<file path="config.mk">
export PLATFORM = sky130hd
export DESIGN_NAME = mem_bank_decoder
export DESIGN_NICKNAME = d
export VERILOG_FILES = /design/src/rtl/mbd_pkg.sv /design/src/rtl/mbd_port_regs.sv /design/src/rtl/mbd_bank_cfg.sv /design/src/rtl/mbd_io_decode.sv /design/src/rtl/mem_bank_decoder.sv
export SDC_FILE = /design/constraint.sdc
export NUM_CORES = 1
export LEC_CHECK = 0
export BUFFER_PORTS_ARGS = -buffer_cell sky130_fd_sc_hd__buf_2
export CELL_PAD_IN_SITES_DETAIL_PLACEMENT = 0
export CELL_PAD_IN_SITES_GLOBAL_PLACEMENT = 1
export CORE_ASPECT_RATIO = 0.9
export CORE_MARGIN = 1
export CORE_UTILIZATION = 28
export DETAILED_ROUTE_END_ITERATION = 7
export GPL_TIMING_DRIVEN = 0
export HOLD_SLACK_MARGIN = 0.08
export PLACE_DENSITY_LB_ADDON = 0.1
export SYNTH_ARGS = -nofsm -noshare
export SYNTH_HDL_FRONTEND = slang
export SYNTH_SLANG_ARGS = --single-unit
</file>
<file path="constraint.sdc">
create_clock -name clk -period 3.2 [get_ports clk]
set_clock_uncertainty 0.15 [all_clocks]
set_input_delay 0.8 -clock clk [delete_from_list [all_inputs] [get_ports clk]]
set_output_delay 0.8 -clock clk [all_outputs]
set_load 0.01 [all_outputs]
</file>
<file path="src/rtl/mbd_pkg.sv">
package mbd_pkg;
  localparam int AW    = 16;
  localparam int DW    = 8;
  localparam int TGT_N = 10;

  typedef enum logic [3:0] {
    T_RAM    = 4'd0,
    T_BASIC  = 4'd1,
    T_CHAR   = 4'd2,
    T_KERNAL = 4'd3,
    T_VIDEO  = 4'd4,
    T_SOUND  = 4'd5,
    T_COLOR  = 4'd6,
    T_TIM1   = 4'd7,
    T_TIM2   = 4'd8,
    T_EXP    = 4'd9,
    T_NONE   = 4'd15
  } tgt_e;

  function automatic logic [AW-1:0] tgt_mask(input tgt_e t);
    case (t)
      T_RAM:             tgt_mask = 16'hFFFF;
      T_BASIC, T_KERNAL: tgt_mask = 16'h1FFF;
      T_CHAR:            tgt_mask = 16'h0FFF;
      T_VIDEO:           tgt_mask = 16'h003F;
      T_SOUND:           tgt_mask = 16'h001F;
      T_COLOR:           tgt_mask = 16'h03FF;
      T_TIM1, T_TIM2,
      T_EXP:             tgt_mask = 16'h000F;
      default:           tgt_mask = 16'h0000;
    endcase
  endfunction
endpackage

</file>
<file path="src/rtl/mbd_port_regs.sv">
module mbd_port_regs #(
  parameter int              DW      = 8,
  parameter logic [DW-1:0]   RD_PULL = 8'h17
) (
  input  logic          clk,
  input  logic          rst,
  input  logic          wr_dir,
  input  logic          wr_out,
  input  logic [DW-1:0] wdata,
  output logic [DW-1:0] dir_q,
  output logic [DW-1:0] out_q,
  output logic [DW-1:0] port_rd,
  output logic [DW-1:0] eff
);
  always_ff @(posedge clk) begin
    if (rst) begin
      dir_q <= '0;
      out_q <= '0;
    end else begin
      if (wr_dir) dir_q <= wdata;
      if (wr_out) out_q <= wdata;
    end
  end

  assign port_rd = (dir_q & out_q) | (~dir_q & RD_PULL);
  assign eff     = ~dir_q | out_q;

  a_r1_reset_clears: assert property (@(posedge clk) rst |=> (dir_q == '0 && out_q == '0));
  a_r3_dir_load: assert property (@(posedge clk) disable iff (rst)
    wr_dir |=> dir_q == $past(wdata));
  a_r3_out_load: assert property (@(posedge clk) disable iff (rst)
    wr_out |=> out_q == $past(wdata));
  a_r11_hold: assert property (@(posedge clk) disable iff (rst)
    (!wr_dir && !wr_out && !$past(rst)) |=> ($stable(dir_q) && $stable(out_q)));
endmodule

</file>
<file path="src/rtl/mbd_bank_cfg.sv">
module mbd_bank_cfg #(
  parameter int DW = 8
) (
  input  logic [DW-1:0] eff,
  output logic          basic_in,
  output logic          kernal_in,
  output logic          char_in,
  output logic          io_in
);
  logic lo_any;
  assign lo_any    = eff[1] | eff[0];
  assign basic_in  = eff[1] & eff[0];
  assign kernal_in = eff[1];
  assign char_in   = lo_any & ~eff[2];
  assign io_in     = lo_any &  eff[2];

  always_comb begin
    a_r6_char_io_excl: assert (!(char_in && io_in));
  end
endmodule

</file>
<file path="src/rtl/mbd_io_decode.sv">
module mbd_io_decode
  import mbd_pkg::*;
#(
  parameter int AW = 16
) (
  input  logic [AW-1:0] addr,
  output tgt_e          io_tgt
);
  logic exp_win;
  assign exp_win = (addr[11:8] == 4'hF) && (addr[7:4] == 4'h0);

  always_comb begin
    unique case (addr[11:8])
      4'h0, 4'h1, 4'h2, 4'h3: io_tgt = T_VIDEO;
      4'h4, 4'h5, 4'h6, 4'h7: io_tgt = T_SOUND;
      4'h8, 4'h9, 4'hA, 4'hB: io_tgt = T_COLOR;
      4'hC:                   io_tgt = T_TIM1;
      4'hD:                   io_tgt = T_TIM2;
      default:                io_tgt = exp_win ? T_EXP : T_NONE;
    endcase
  end
endmodule

</file>
<file path="src/rtl/mem_bank_decoder.sv">
module mem_bank_decoder
  import mbd_pkg::*;
#(
  parameter int            AW      = mbd_pkg::AW,
  parameter int            DW      = mbd_pkg::DW,
  parameter int            NT      = mbd_pkg::TGT_N,
  parameter int            CW      = 4,
  parameter logic [DW-1:0] RD_PULL = 8'h17
) (
  input  logic          clk,
  input  logic          rst,
  input  logic [AW-1:0] addr,
  input  logic          rd_en,
  input  logic          wr_en,
  input  logic [DW-1:0] wdata,
  input  logic [DW-1:0] vbus_byte,
  input  logic [CW-1:0] cram_rdata,
  output logic [NT-1:0] sel,
  output logic [AW-1:0] offset,
  output logic [DW-1:0] dev_wdata,
  output logic [DW-1:0] rdata,
  output logic          rdata_vld
);
  localparam logic [AW-1:0] PORT_TOP = 2;

  logic          access, port_hit;
  logic [DW-1:0] dir_q, out_q, port_rd, eff;
  logic          basic_in, kernal_in, char_in, io_in;
  tgt_e          io_tgt, tgt;

  assign access   = rd_en | wr_en;
  assign port_hit = addr < PORT_TOP;

  mbd_port_regs #(.DW(DW), .RD_PULL(RD_PULL)) u_port (
    .clk(clk), .rst(rst),
    .wr_dir(wr_en && port_hit && !addr[0]),
    .wr_out(wr_en && port_hit &&  addr[0]),
    .wdata(wdata), .dir_q(dir_q), .out_q(out_q),
    .port_rd(port_rd), .eff(eff)
  );

  mbd_bank_cfg #(.DW(DW)) u_cfg (
    .eff(eff), .basic_in(basic_in), .kernal_in(kernal_in),
    .char_in(char_in), .io_in(io_in)
  );

  mbd_io_decode #(.AW(AW)) u_io (.addr(addr), .io_tgt(io_tgt));

  always_comb begin
    tgt       = T_NONE;
    rdata_vld = 1'b0;
    rdata     = '0;
    dev_wdata = wdata;
    if (access) begin
      if (port_hit) begin
        if (wr_en) begin
          tgt       = T_RAM;
          dev_wdata = vbus_byte;
        end else begin
          rdata_vld = 1'b1;
          rdata     = addr[0] ? port_rd : dir_q;
        end
      end else begin
        unique case (addr[AW-1:AW-4])
          4'hA, 4'hB: tgt = (basic_in && !wr_en) ? T_BASIC : T_RAM;
          4'hE, 4'hF: tgt = (kernal_in && !wr_en) ? T_KERNAL : T_RAM;
          4'hD: begin
            if (io_in) begin
              tgt = io_tgt;
              if (io_tgt == T_COLOR) begin
                dev_wdata = {{(DW-CW){1'b0}}, wdata[CW-1:0]};
                if (!wr_en) begin
                  rdata_vld = 1'b1;
                  rdata     = {vbus_byte[DW-1:CW], cram_rdata};
                end
              end else if (io_tgt == T_NONE && !wr_en) begin
                rdata_vld = 1'b1;
                rdata     = vbus_byte;
              end
            end else begin
              tgt = (char_in && !wr_en) ? T_CHAR : T_RAM;
            end
          end
          default: tgt = T_RAM;
        endcase
      end
    end
  end

  for (genvar g = 0; g < NT; g++) begin : g_sel
    assign sel[g] = (tgt == tgt_e'(g));
  end

  assign offset = addr & tgt_mask(tgt);

  a_r12_idle_quiet: assert property (@(posedge clk) disable iff (rst)
    !(rd_en || wr_en) |-> (sel == '0 && !rdata_vld));
  a_r12_one_target: assert property (@(posedge clk) disable iff (rst)
    $onehot0(sel));
  a_r3_port_write_ram: assert property (@(posedge clk) disable iff (rst)
    (wr_en && addr < PORT_TOP) |-> (sel == NT'(1) && dev_wdata == vbus_byte));
  a_r8_color_high_nibble: assert property (@(posedge clk) disable iff (rst)
    (rdata_vld && sel[T_COLOR]) |-> rdata[DW-1:CW] == vbus_byte[DW-1:CW]);
  a_r10_write_no_rom: assert property (@(posedge clk) disable iff (rst)
    wr_en |-> !(sel[T_BASIC] || sel[T_KERNAL] || sel[T_CHAR]));
endmodule

</file>
=== After elaboration in Yosys (flattened, before gate mapping) ===
Memories as Yosys holds them, arrays and structs flattened.
Cells that the tools add are included.

* Bits in registers: 16
* Bits in latches: 0
* Memory bits (writable): 0
* Memory bits (read-only): 256
* Input port bits: 40
* Word-level logic and storage cells: 95
* Memories kept: 1

* $add $sub $neg: 0
* Multipliers: 0
* Div/mod/pow operators: 0
* $lt $le $gt $ge: 1
* Equality and inequality tests: 30
* Shifts and indexed selects: 0
* Muxes and demuxes: 32
* Bitwise operators: 11
* Reduce and logical (&&, ||, !) cells: 18

{| class="wikitable"
|+ Memories
! name !! words !! width !! read ports !! clocked after memory_dff !! wr ports !! line !! text
|-
| (name not given) || 16 || 16 || 1 || 0 || 0 || mbd_pkg.sv:21 || <nowiki>case (t)</nowiki>
|}

{| class="wikitable"
|+ Operator list
! operator !! number
|-
| 8-bit two-way mux || 15
|-
| 4-bit == test (second input constant) || 15
|-
| 4-bit by 3-bit == test with 1-bit output (second input constant) || 9
|-
| 4-bit one-hot mux with 5 select lines || 1
|-
| 16-bit AND || 1
|-
| 4-bit by 2-bit == test with 1-bit output (second input constant) || 4
|-
| 16-bit by 2-bit less-than comparator with 1-bit output (second input constant) || 1
|-
| 4-bit two-way mux || 4
|-
| 4-bit logical NOT || 3
|-
| 4-bit one-hot mux with 3 select lines || 1
|-
| 4-bit OR reduction || 3
|-
| 8-bit AND || 1
|-
| 4-bit by 1-bit == test with 1-bit output (second input constant) || 2
|-
| 1-bit logical AND || 8
|-
| 1-bit two-way mux || 8
|-
| 8-bit by 5-bit bitwise OR with 8-bit output || 1
|-
| 5-bit inverter || 1
|-
| 2-bit two-way mux || 2
|-
| 2-bit OR reduction || 2
|-
| 1-bit AND || 3
|-
| 3-bit two-way mux || 1
|-
| 3-bit bitwise OR || 1
|-
| 1-bit logical NOT || 2
|-
| 1-bit bitwise OR || 2
|-
| 1-bit inverter || 1
|}

=== Depth between registers and ports, before layout ===
Gate-level depths: netlist of run 1.

* Depth in word-level cells: 12
* Depth in mapped cells: 8

=== Hierarchy ===
A second synthesis of run 1 with hierarchy kept.

* Cell total of the unflattened synthesis: 200
* Area, all modules: 1581.5 um2

{| class="wikitable"
|+ Modules (own cells, without submodules)
! module !! times used !! cells an instance !! area an instance (um2)
|-
| mem_bank_decoder || 1 || 121 || 810.8
|-
| mbd_port_regs || 1 || 68 || 684.4
|-
| mbd_io_decode || 1 || 7 || 55.1
|-
| mbd_bank_cfg || 1 || 4 || 31.3
|}

=== Worst setup path after synthesis of run 1 ===
Ideal clock, no wire load.

* Kind: input to output
* Start point: in addr[10]
* End point: out sel[2]
* Arrival time: 2.405 ns
* Data required time: 2.250 ns
* Setup slack: -0.155 ns
* Stages: 8
* Buffers on the path: 1
* Cell sequence: inv_1 -> ha_1 -> nor2_1 -> a211o_1 -> nand4_1 -> and3_1 -> buf_2 -> nor4_1

* Word-level cells in the longest chain between the ends: 9
* Elaborated cells on any way between the ends: 27
* Those cells by class: 1 x order compare; 15 x eq/ne; 6 x mux; 5 x reduce/logical

{| class="wikitable"
|+ RTL lines
! item !! line !! text
|-
| from (decl) || mem_bank_decoder.sv:12 || <nowiki>input logic [AW-1:0] addr,</nowiki>
|-
| 4-bit == test || mbd_io_decode.sv:10 || <nowiki>assign exp_win = (addr[11:8] == 4'hF) && (addr[7:4] == 4'h0);</nowiki>
|-
| 1-bit logical AND || mbd_io_decode.sv:10 ||
|-
| 3-bit two-way mux || mbd_io_decode.sv:19 || <nowiki>default: io_tgt = exp_win ? T_EXP : T_NONE;</nowiki>
|-
| 4-bit one-hot mux with 5 select lines || mbd_io_decode.sv:13 || <nowiki>unique case (addr[11:8])</nowiki>
|-
| 4-bit two-way mux || mem_bank_decoder.sv:68 || <nowiki>if (io_in) begin</nowiki>
|-
| 4-bit one-hot mux with 3 select lines || mem_bank_decoder.sv:64 || <nowiki>unique case (addr[AW-1:AW-4])</nowiki>
|-
| 4-bit two-way mux * || mem_bank_decoder.sv:55 || <nowiki>if (port_hit) begin</nowiki>
|-
| 4-bit two-way mux * || mem_bank_decoder.sv:54 || <nowiki>if (access) begin</nowiki>
|-
| 4-bit by 2-bit == test with 1-bit output * || mem_bank_decoder.sv:91 || <nowiki>assign sel[g] = (tgt == tgt_e'(g));</nowiki>
|-
| to (decl) || mem_bank_decoder.sv:18 || <nowiki>output logic [NT-1:0] sel,</nowiki>
|}

Mark *: on every way between the ends. The rest lies on a longest branch, timed or not.

=== Final worst setup path of run 1 ===
* Start point: in addr[11]
* End point: out offset[12]

* Word-level cells in the longest chain between the ends: 10
* Elaborated cells on any way between the ends: 28
* Those cells by class: 1 x order compare; 14 x eq/ne; 6 x mux; 1 x bitwise; 5 x reduce/logical; 1 x memory

{| class="wikitable"
|+ RTL lines
! item !! line !! text
|-
| 4-bit == test || mbd_io_decode.sv:10 ||
|-
| 1-bit logical AND || mbd_io_decode.sv:10 ||
|-
| 3-bit two-way mux || mbd_io_decode.sv:19 ||
|-
| 4-bit one-hot mux with 5 select lines || mbd_io_decode.sv:13 ||
|-
| 4-bit two-way mux || mem_bank_decoder.sv:68 ||
|-
| 4-bit one-hot mux with 3 select lines || mem_bank_decoder.sv:64 ||
|-
| 4-bit two-way mux * || mem_bank_decoder.sv:55 ||
|-
| 4-bit two-way mux * || mem_bank_decoder.sv:54 ||
|-
| memory 16 x 16 bit * || - ||
|-
| 16-bit AND * || mem_bank_decoder.sv:94 || <nowiki>assign offset = addr & tgt_mask(tgt);</nowiki>
|-
| to (decl) || mem_bank_decoder.sv:19 || <nowiki>output logic [AW-1:0] offset,</nowiki>
|}

Marks and branches as above.

==> impl_metrics.py, run 1 <==
metrics = {
    "pwr": {
        "internal_power_mw": 0.4033,
        "power.share.combinational": 0.406,
        "vdd_drop_max_uv": 210.7,
        "power_density_nw_per_um2": 212.0,
        "p_leak_nw": 1.212,
        "swShare": 0.3283,
        "power_switching_mw": 0.1971,
        "p_seq_frac": 0.332,
        "finalPower_mw": 0.6004,
        "power_frac_clock": 0.262,
    },
    "worst_hold_path": {
        "hold_class": "flip-flop to flip-flop",
    },
    "synth": {
        "synth_compound_area_frac": 0.2142,
        "syn_area_um2": 1530,
        "synth-xor-area-share": 0,
        "yosys.area_share.simple": 0.4121,
        "synth.ff_latch_count": 16,
        "muxShareOfSynthArea": 0.08913,
        "synth_top_family_by_area": "simple AND/OR/NAND/NOR gates",
        "ys_seq_area_frac": 0.2093,
        "syn_area_per_cell_um2": 7.888,
        "postSynthCellCount": 194,
        "synth_nets": 238,
        "synth_cell_types": 51,
        "synthAdderAreaFrac": 0.03271,
        "synth_warnings": 0,
    },
    "grt": {
        "track_usage": 0.2017,
        "grt_pass1_wl_um": 8942,
        "grt_pass1_vias": 1743,
        "antenna_found_initial": 0,
        "grt_start_max_net_pins": 11,
        "grt_remaining_overflow": 0,
    },
    "clock_network": {
        "cts_tree": "yes",
        "clk_latency_ns": 0.25,
        "h-tree-depth": 1,
        "cts_made_buffers": 3,
        "clk_pin_slew_ns": 0.06,
        "max-clock-path-buffers": 2,
        "ctsRootBufferMaster": "clkbuf_8",
        "cts_sinks": 16,
        "hold_buffers": 0,
    },
    "placement": {
        "dp_hpwl_um": 4151,
        "io_buffer_count": 79,
        "gp_congestion": 0.7566,
        "dpl.cell_count": 340,
    },
    "setup_path": {
        "crit_path_max_incr_delay_ns": 0.29,
        "start_kind": "input port",
        "criticalPathCategory": "input port to output pin",
        "rr_worst_depth": 2,
        "cp_cell_sequence": "buf_8, inv_6, ha_4, nor2_4, a211o_1, a22o_4, or2_4, o211a_1, buf_2",
        "rr_startpoint": "u_port.dir_q[0]$_SDFFE_PP0P_",
        "required_ns": 2.25,
        "endpoint": "offset[12]",
        "r2r-end": "u_port.dir_q[0]$_SDFFE_PP0P_",
        "cp-end-kind": "output pin",
        "crit_slowest_cell": "a211o_1",
        "cp-startpoint": "addr[11]",
        "crit_fanout": 5,
        "r2r_slack_ns": 2.38,
        "arrival_ns": 2.45,
    },
    "floorplanning": {
        "core_um2": 5255,
        "die_h_um": 72.13,
        "start_util": 0.2912,
        "die_x_um": 79.93,
        "die_area_um2": 5765,
        "io_pins": 83,
        "num_rows": 25,
    },
    "timing": {
        "tns_ns": -4.144,
        "relSlewSlack": 0.5388,
        "final_max_slew_viol_count": 0,
        "rsz0062_at_grt": "true",
        "setup_viol": 40,
        "layout_setup_ws_ns": -0.2033,
        "fin_crit_ns": 3.403,
        "worst_pin_slew_ns": 0.6918,
        "fin_crit_sh": 1.064,
        "hold_viol_final": 0,
        "max_freq_ghz": 0.2938,
    },
    "cells_and_area": {
        "fillerInstances": 512,
        "fin_cells": 378,
        "seqCellArea_um2": 320.3,
        "num_antenna_cells": 0,
        "area_growth_syn_to_layout_pct": 85.04,
        "drive_gt1_frac": 0.5981,
        "multi_input_area_um2": 1473,
        "fin_nets": 357,
    },
    "status": {
        "status": "finished with violations",
        "violations": "negative setup slack",
    },
    "route": {
        "vias": 1989,
        "drt_iter0_markers": 97,
        "firstDrtPassIters": 4,
        "route.detailed.drc": 0,
        "antenna_left": 0,
        "wl_um": 6004,
        "vias_per_cell": 5.262,
        "avgRoutedWirePerCell_um": 15.88,
    },
    "job": {
        "max_cap_violations": 0,
    },
}
## cells in the mapped netlist (all sizes together)
cell type / instances / area [um^2]
a41oi: 1 / 8.760
a21oi: 12 / 60.06
and2: 3 / 18.77
o211ai: 1 / 7.510
nor4b: 2 / 23.77
or3b: 1 / 8.760
o211a: 2 / 20.02
and4: 5 / 45.04
nand4b: 1 / 8.760
buf: 6 / 31.28
and4bb: 1 / 12.51
nand2b: 1 / 13.76
nand3: 10 / 50.05
a222oi: 1 / 10.01
a22oi: 4 / 30.03
nor3: 10 / 71.32
mux2: 5 / 56.30
nand3b: 2 / 15.01
a2bb2oi: 1 / 8.760
clkbuf: 3 / 11.26
nor4: 4 / 46.29
nand2: 18 / 67.56
o21ai: 9 / 45.04
o22ai: 4 / 25.02
inv: 6 / 22.52
ha: 4 / 50.05
nor3b: 5 / 37.54
and3b: 1 / 8.760
o2bb2ai: 4 / 35.03
nor2: 16 / 82.58
nand4: 3 / 25.02
nor2b: 3 / 18.77
o31ai: 1 / 7.510
mux2i: 8 / 80.08
and3: 10 / 63.81
or2: 2 / 12.51
a2111oi: 1 / 8.760
a22o: 5 / 43.79
dfxtp: 16 / 320.3
a211o: 2 / 17.52
## final cells by class
class / count / share of cell area
timing repair buffer: 113 / 0.2855
multi-input combinational: 164 / 0.5201
clock buffer: 3 / 0.01458
inverter: 6 / 0.01281
tap: 67 / 0.02961
sequential: 16 / 0.1131
buffer: 9 / 0.02430
## cells in the final DEF (no fill, tap or decap), types with 5 or more instances in the layout
cell type  instances
buf_2             68
buf_4             25
buf_6             17
nand2_1           17
dfxtp_1           16
a21oi_1           10
nor2_2            10
nand3_1            9
mux2i_1            8
o21ai_0            7
nor3_2             6
and3_4             5
buf_8              5
and3_1             5
## per-stage QoR
| stage | utilization | setup WS [ns] | cell area, um^2 | hold slack, ns |
|---|---|---|---|---|
| 4_1_cts | 0.5129 | -0.2002 | 2695 | 0.3064 |
| 5_1_grt | 0.5388 | -0.2484 | 2831 | 0.3245 |
| 6_report | 0.5388 | -0.2033 | 2831 | 0.3044 |
| 3_3_place_gp | 0.3910 | -0.7340 | 2054 | 0.2939 |
| 2_1_floorplan | - | -0.005159 | 1575 | 0.2811 |
| 3_5_place_dp | 0.3910 | -0.7159 | 2054 | 0.2976 |
## registers in the layout (all words and copies together), names as in the netlist
register,count
u_port.dir_q,8
u_port.out_q,8
## critical path: cells and delay by family
family                     cells  cell delay (ns)
AOI/OAI and AO/OA              3             0.79
adders and majority gates      1             0.27
buffers and inverters          3             0.26
and+or+nand+nor                2             0.32
## power groups by stage
stage | Combinational [mW] | Sequential (mW) | Clock (mW)
4_1_cts | 0.224 | 0.199 | 0.159
6_report | 0.244 | 0.199 | 0.158
3_3_place_gp | 0.163 | 0.204 | 0
5_1_grt | 0.260 | 0.199 | 0.170
3_5_place_dp | 0.162 | 0.204 | 0
2_1_floorplan | 0.0887 | 0.204 | 0
## how the worst min path moves through the flow
stage,slack (ns),end,cells after the start,start
after floorplan,0.28,u_port.out_q[4]$_SDFFE_PP0P_,2,u_port.out_q[4]$_SDFFE_PP0P_
after detailed placement,0.30,u_port.out_q[7]$_SDFFE_PP0P_,2,u_port.out_q[7]$_SDFFE_PP0P_
after global routing,0.32,u_port.out_q[5]$_SDFFE_PP0P_,2,u_port.out_q[5]$_SDFFE_PP0P_
after global placement,0.29,u_port.out_q[4]$_SDFFE_PP0P_,2,u_port.out_q[4]$_SDFFE_PP0P_
final,0.30,u_port.out_q[7]$_SDFFE_PP0P_,2,u_port.out_q[7]$_SDFFE_PP0P_
after CTS,0.31,u_port.out_q[7]$_SDFFE_PP0P_,2,u_port.out_q[7]$_SDFFE_PP0P_
## routing by layer
layer | vias up | global-route usage | share of wire
met2 | 68 | 0.3238 | 0.46
met1 | 936 | 0.2817 | 0.47
met5 | - | 0 | 0
met3 | 6 | 0.04151 | 0.063
li1 | 979 | - | -
met4 | 0 | 0.03571 | 0.0042
## kinds of logic after synthesis
| group | count (synthesis) |
|---|---|
| AO/OA/AOI/OAI | 48 |
| adder cells (fa/ha/maj) | 4 |
| flip-flops | 16 |
| AND/OR/NAND/NOR | 98 |
| buffers and inverters | 15 |
| multiplexers | 13 |
## repair_timing
action	4_1_cts	5_1_grt
pin swaps	34	16
setup endpoints to repair	42	42
gates cloned	1	1
gates resized for setup	76	18
buffers inserted	28	6
Power figures use the tool's default switching activity.
==> run 2: changes to the inputs <==
--- a/config.mk
+++ b/config.mk
@@ -10,7 +10,7 @@
 export CELL_PAD_IN_SITES_GLOBAL_PLACEMENT = 1
 export CORE_ASPECT_RATIO = 0.9
 export CORE_MARGIN = 1
-export CORE_UTILIZATION = 28
+export CORE_UTILIZATION = 31
 export DETAILED_ROUTE_END_ITERATION = 7
 export GPL_TIMING_DRIVEN = 0
 export HOLD_SLACK_MARGIN = 0.08
==> constraint.sdc (replaced) <==
create_clock -name clk -period 3.6 [get_ports clk]
set_clock_uncertainty 0.15 [all_clocks]
set_input_delay 0.9 -clock clk [delete_from_list [all_inputs] [get_ports clk]]
set_output_delay 0.9 -clock clk [all_outputs]
set_load 0.01 [all_outputs]
==> impl_metrics.py, run 2 (same netlist as run 1, synthesis figures left out) <==
metrics = {
    "timing": {
        "setup_viol": 0,
        "final_max_slew_viol_count": 0,
        "max_freq_ghz": 0.2793,
        "worst_pin_slew_ns": 0.6860,
        "fin_crit_ns": 3.580,
        "fin_crit_sh": 0.9944,
        "relSlewSlack": 0.5427,
        "hold_viol_final": 0,
        "rsz0062_at_grt": "true",
        "whs_ns": 0.3046,
    },
    "pwr": {
        "power_density_nw_per_um2": 210.7,
        "p_leak_nw": 1.061,
        "vdd_drop_max_uv": 169.0,
        "finalPower_mw": 0.5191,
    },
    "setup_path": {
        "start_kind": "input port",
        "r2r_slack_ns": 2.78,
        "required_ns": 2.55,
        "rr_startpoint": "u_port.dir_q[0]$_SDFFE_PP0P_",
        "rr_worst_depth": 2,
        "cp-end-kind": "output pin",
        "criticalPathCategory": "input port to output pin",
        "r2r-end": "u_port.dir_q[0]$_SDFFE_PP0P_",
        "crit_fanout": 4,
        "arrival_ns": 2.53,
    },
    "clock_network": {
        "cts_made_buffers": 3,
        "cts_tree": "yes",
        "clk_pin_slew_ns": 0.06,
        "max-clock-path-buffers": 2,
        "cts_sinks": 16,
        "clk_latency_ns": 0.25,
        "ctsRootBufferMaster": "clkbuf_8",
        "h-tree-depth": 1,
    },
    "grt": {
        "grt_remaining_overflow": 0,
        "antenna_found_initial": 0,
        "grt_start_max_net_pins": 11,
        "grt_pass1_vias": 1684,
        "grt_pass1_wl_um": 8411,
        "track_usage": 0.2079,
    },
    "floorplanning": {
        "num_rows": 23,
        "core_um2": 4604,
        "die_h_um": 68.65,
        "io_pins": 83,
        "start_util": 0.3323,
        "die_area_um2": 5222,
        "die_x_um": 76.06,
    },
    "cells_and_area": {
        "fin_cells": 356,
        "fin_nets": 339,
        "multi_input_area_um2": 1375,
        "seqCellArea_um2": 320.3,
        "largestRegisters": "u_port.dir_q: 8 flops, u_port.out_q: 8 flops",
        "area_growth_syn_to_layout_pct": 61.00,
        "layout_common_cells": "buf_2, buf_4, nand2_1, dfxtp_1, nor2_2",
        "fillerInstances": 473,
        "num_antenna_cells": 0,
        "drive_gt1_frac": 0.5408,
        "mostFrequentLayoutCell": "buf_2",
    },
    "job": {
        "max_cap_violations": 0,
    },
    "placement": {
        "gp_congestion": 0.7772,
        "dpl.cell_count": 335,
        "io_buffer_count": 79,
        "dp_hpwl_um": 3979,
    },
    "status": {
        "status": "completed",
    },
    "route": {
        "route.detailed.drc": 0,
        "vias_per_cell": 5.433,
        "avgRoutedWirePerCell_um": 15.87,
        "vias": 1934,
        "antenna_left": 0,
        "firstDrtPassIters": 4,
        "drt_iter0_markers": 94,
        "wl_um": 5648,
    },
    "worst_hold_path": {
        "holdCritStartpoint": "u_port.out_q[7]$_SDFFE_PP0P_",
        "min_to": "u_port.out_q[7]$_SDFFE_PP0P_",
        "whs_path_depth": 2,
        "hold_class": "flip-flop to flip-flop",
    },
}
-- run 2: changes by cell type in the layout (fill, tap and decap cells not counted), moves of 4 or more --
| cell | before | now |
|---|---|---|
| mux2_4 | 4 | 0 |
| mux2_2 | 1 | 5 |
| buf_6 | 17 | 2 |
| buf_2 | 68 | 76 |
| buf_4 | 25 | 20 |
| and3_4 | 5 | 1 |
-- run 2: cell type report --
type / instances / share of cell area
Multi-Input combinational cell: 163 / 0.5582
Timing Repair Buffer: 96 / 0.2224
Sequential cell: 16 / 0.1300
Tap cell: 62 / 0.03149
Buffer: 9 / 0.02336
Clock buffer: 4 / 0.02235
Inverter: 6 / 0.01219
-- run 2: routing by layer --
metal	vias up	global-route usage	part of all wire
met1	919	0.2845	0.49
met4	0	0.02404	0.0012
li1	941	-	-
met3	2	0.04211	0.058
met2	72	0.3511	0.45
met5	-	0	0
-- run 2: worst max-delay path: stages --
cell and delay, ns:
buf_8 0.11, ha_4 0.17, nor3b_4 0.15, a211o_1 0.30, a22o_4 0.29, or2_4 0.27, o211a_1 0.21, buf_2 0.13
-- run 2: how the worst max path moves through the flow --
stage,from,slack [ns],to
2_1_floorplan,addr[10],0.05,sel[2]
3_3_place_gp,addr[10],-0.60,rdata[2]
3_5_place_dp,addr[10],-0.59,rdata[3]
4_1_cts,addr[10],-0.01,sel[2]
5_1_grt,addr[13],-0.02,rdata[6]
6_report,addr[10],0.02,offset[12]
-- run 2: where the power goes --
part	leakage, nW	total, mW	switching (mW)	internal (mW)
combinational	0.903	0.181	0.0993	0.0818
sequential	0.129	0.177	0.000000813	0.177
clock	0.0288	0.161	0.0640	0.0971
total	1.06	0.519	0.163	0.356
-- run 2: stage by stage --
| stage | util | TNS (ns) | area, um^2 | setup WS, ns |
|---|---|---|---|---|
| 2_1_floorplan | - | 0 | 1530 | 0.04545 |
| 3_3_place_gp | 0.4351 | -11.86 | 2003 | -0.6044 |
| 3_5_place_dp | 0.4351 | -11.46 | 2003 | -0.5892 |
| 4_1_cts | 0.5014 | -0.02339 | 2308 | -0.01274 |
| 5_1_grt | 0.5351 | -0.1278 | 2464 | -0.01869 |
| 6_report | 0.5351 | 0 | 2464 | 0.02013 |
-- run 2: timing repair --
action / CTS / global route
endpoints found under the setup margin: 42 / 41
hold buffers: 0 / 0
pin swaps: 12 / 19
resized for setup: 40 / 24
setup buffers: 11 / 6
==> run 3: changes to the inputs <==
--- a/config.mk
+++ b/config.mk
@@ -9,8 +9,9 @@
 export CELL_PAD_IN_SITES_DETAIL_PLACEMENT = 0
 export CELL_PAD_IN_SITES_GLOBAL_PLACEMENT = 1
 export CORE_ASPECT_RATIO = 0.9
-export CORE_MARGIN = 1
-export CORE_UTILIZATION = 31
+export CORE_MARGIN = 3
+export CORE_UTILIZATION = 32
+export CTS_BUF_LIST = sky130_fd_sc_hd__clkbuf_8
 export DETAILED_ROUTE_END_ITERATION = 7
 export GPL_TIMING_DRIVEN = 0
 export HOLD_SLACK_MARGIN = 0.08
==> impl_metrics.py, run 3 (same netlist as run 1, synthesis figures left out) <==
metrics = {
    "clock_network": {
        "hold_buffers": 0,
        "clk_pin_slew_ns": 0.06,
        "max-clock-path-buffers": 2,
        "cts_made_buffers": 3,
        "ctsRootBufferMaster": "clkbuf_8",
        "clk_latency_ns": 0.25,
        "cts_sinks": 16,
        "h-tree-depth": 1,
        "cts_tree": "yes",
    },
    "floorplanning": {
        "die_h_um": 71.61,
        "start_util": 0.3387,
        "die_x_um": 78.89,
        "io_pins": 83,
        "core_um2": 4518,
        "die_area_um2": 5649,
        "num_rows": 23,
    },
    "grt": {
        "grt_remaining_overflow": 0,
        "antenna_found_initial": 0,
        "grt_pass1_wl_um": 8997,
        "grt_pass1_vias": 1762,
        "grt_start_max_net_pins": 11,
        "track_usage": 0.1988,
    },
    "setup_path": {
        "cp_cell_sequence": "buf_8, inv_6, ha_4, nor4b_4, buf_4, nand4_4, nor2_4, mux2_4, buf_6",
        "path_delay_family": "simple AND/OR/NAND/NOR gates",
        "crit_fanout": 7,
        "worstPathBufferInverterCount": 4,
        "start_kind": "input port",
        "required_ns": 2.55,
        "criticalPathCategory": "input port to output pin",
        "cp-end-kind": "output pin",
        "crit_path_max_incr_delay_ns": 0.34,
        "arrival_ns": 2.56,
        "crit_slowest_cell": "mux2_4",
    },
    "route": {
        "drt_iter0_markers": 109,
        "route.detailed.drc": 0,
        "antenna_left": 0,
        "avgRoutedWirePerCell_um": 15.42,
        "firstDrtPassIters": 4,
        "wl_um": 5536,
        "vias_per_cell": 5.240,
        "vias": 1881,
    },
    "cells_and_area": {
        "num_antenna_cells": 0,
        "fillerInstances": 448,
        "fin_nets": 343,
        "largestRegisters": "u_port.dir_q: 8 flops, u_port.out_q: 8 flops",
        "multi_input_area_um2": 1361,
        "seqCellArea_um2": 320.3,
        "postLayoutCoreUtil": 0.5503,
        "fin_cells": 359,
        "mostFrequentLayoutCell": "buf_2",
        "layout_common_cells": "buf_2, buf_4, nand2_1, dfxtp_1, a21oi_1",
        "drive_gt1_frac": 0.5354,
        "area_growth_syn_to_layout_pct": 62.47,
    },
    "timing": {
        "rsz0062_at_grt": "true",
        "setup_viol": 4,
        "layout_setup_ws_ns": -0.008646,
        "fin_crit_ns": 3.609,
        "tns_ns": -0.02528,
        "final_max_slew_viol_count": 0,
        "hold_viol_final": 0,
        "relSlewSlack": 0.5373,
        "worst_pin_slew_ns": 0.6941,
        "fin_crit_sh": 1.002,
        "max_freq_ghz": 0.2771,
    },
    "placement": {
        "dp_hpwl_um": 4153,
        "io_buffer_count": 79,
        "dpl.cell_count": 335,
        "place_ws_ns": -0.5169,
        "gp_congestion": 0.8434,
    },
    "worst_hold_path": {
        "hold_class": "flip-flop to flip-flop",
    },
    "status": {
        "status": "finished with violations",
        "violations": "negative setup slack",
    },
    "pwr": {
        "p_leak_nw": 1.090,
        "power_density_nw_per_um2": 199.0,
        "vdd_drop_max_uv": 157.5,
    },
    "job": {
        "max_cap_violations": 0,
    },
}
## run 3: changes by cell type in the layout (fill, tap and decap cells not counted), moves of 2 or more
| cell | delta |
|---|---|
| nor2_2 | -2 |
| buf_6 | +6 |
| nor2_1 | +2 |
| nor3b_2 | +3 |
| nor4_2 | -2 |
| buf_2 | -2 |
| mux2_4 | +4 |
| o21ai_1 | -2 |
| mux2_2 | -4 |
| nor3b_1 | -2 |
## run 3: area by class of cell
| class | instances | area share |
|---|---|---|
| tap | 62 | 0.03120 |
| sequential | 16 | 0.1288 |
| multi-input combinational | 163 | 0.5476 |
| inverter | 6 | 0.01208 |
| buffer | 9 | 0.02315 |
| clock buffer | 3 | 0.01661 |
| timing repair buffer | 100 | 0.2406 |
## run 3: path summary, 6_finish.rpt
kind / from / endpoint / slack [ns] / depth (start not counted)
max: addr[10] / dev_wdata[1] / -0.009 / 9
min: u_port.out_q[7]$_SDFFE_PP0P_ / u_port.out_q[7]$_SDFFE_PP0P_ / 0.31 / 2
max reg2reg: u_port.dir_q[1]$_SDFFE_PP0P_ / u_port.dir_q[1]$_SDFFE_PP0P_ / 2.78 / 2
min reg2reg: u_port.out_q[7]$_SDFFE_PP0P_ / u_port.out_q[7]$_SDFFE_PP0P_ / 0.31 / 2
## run 3: repair_timing
| item | 4_1_cts | 5_1_grt |
|---|---|---|
| setup endpoints to repair | 42 | 42 |
| buffers inserted | 14 | 7 |
| resized for setup | 40 | 25 |
| hold endpoints to repair | 0 | 0 |
| pin swaps | 16 | 12 |
## run 3: worst reg2reg max path, delay by kind of cell (launching register included)
| family | cells | cell delay (ns) |
|---|---|---|
| flip-flops | 1 | 0.34 |
| multiplexers | 1 | 0.16 |
| AND/OR/NAND/NOR | 1 | 0.04 |
## run 3: power breakdown
| part | leakage [nW] | switching (mW) | internal (mW) |
|---|---|---|---|
| Combinational | 0.939 | 0.0976 | 0.0860 |
| Clock | 0.0216 | 0.0598 | 0.0742 |
| Sequential | 0.129 | 0.000000819 | 0.177 |
| Total | 1.09 | 0.157 | 0.337 |
## run 3: metal layers
| metal | global-route usage | up-vias | part of all wire |
|---|---|---|---|
| li1 | - | 950 | - |
| met1 | 0.3003 | 874 | 0.51 |
| met2 | 0.2978 | 52 | 0.44 |
| met3 | 0.03894 | 5 | 0.050 |
| met4 | 0.03053 | 0 | 0.0056 |
| met5 | 0 | - | 0 |
## run 3: metrics by stage
step / hold slack (ns) / total power, mW / instance area (um^2)
global route: 0.3205 / 0.5240 / 2486
floorplan: 0.2811 / 0.2553 / 1530
finish: 0.3054 / 0.4946 / 2486
global placement: 0.2907 / 0.3207 / 2003
CTS: 0.3034 / 0.4833 / 2322
detailed placement: 0.2947 / 0.3196 / 2003
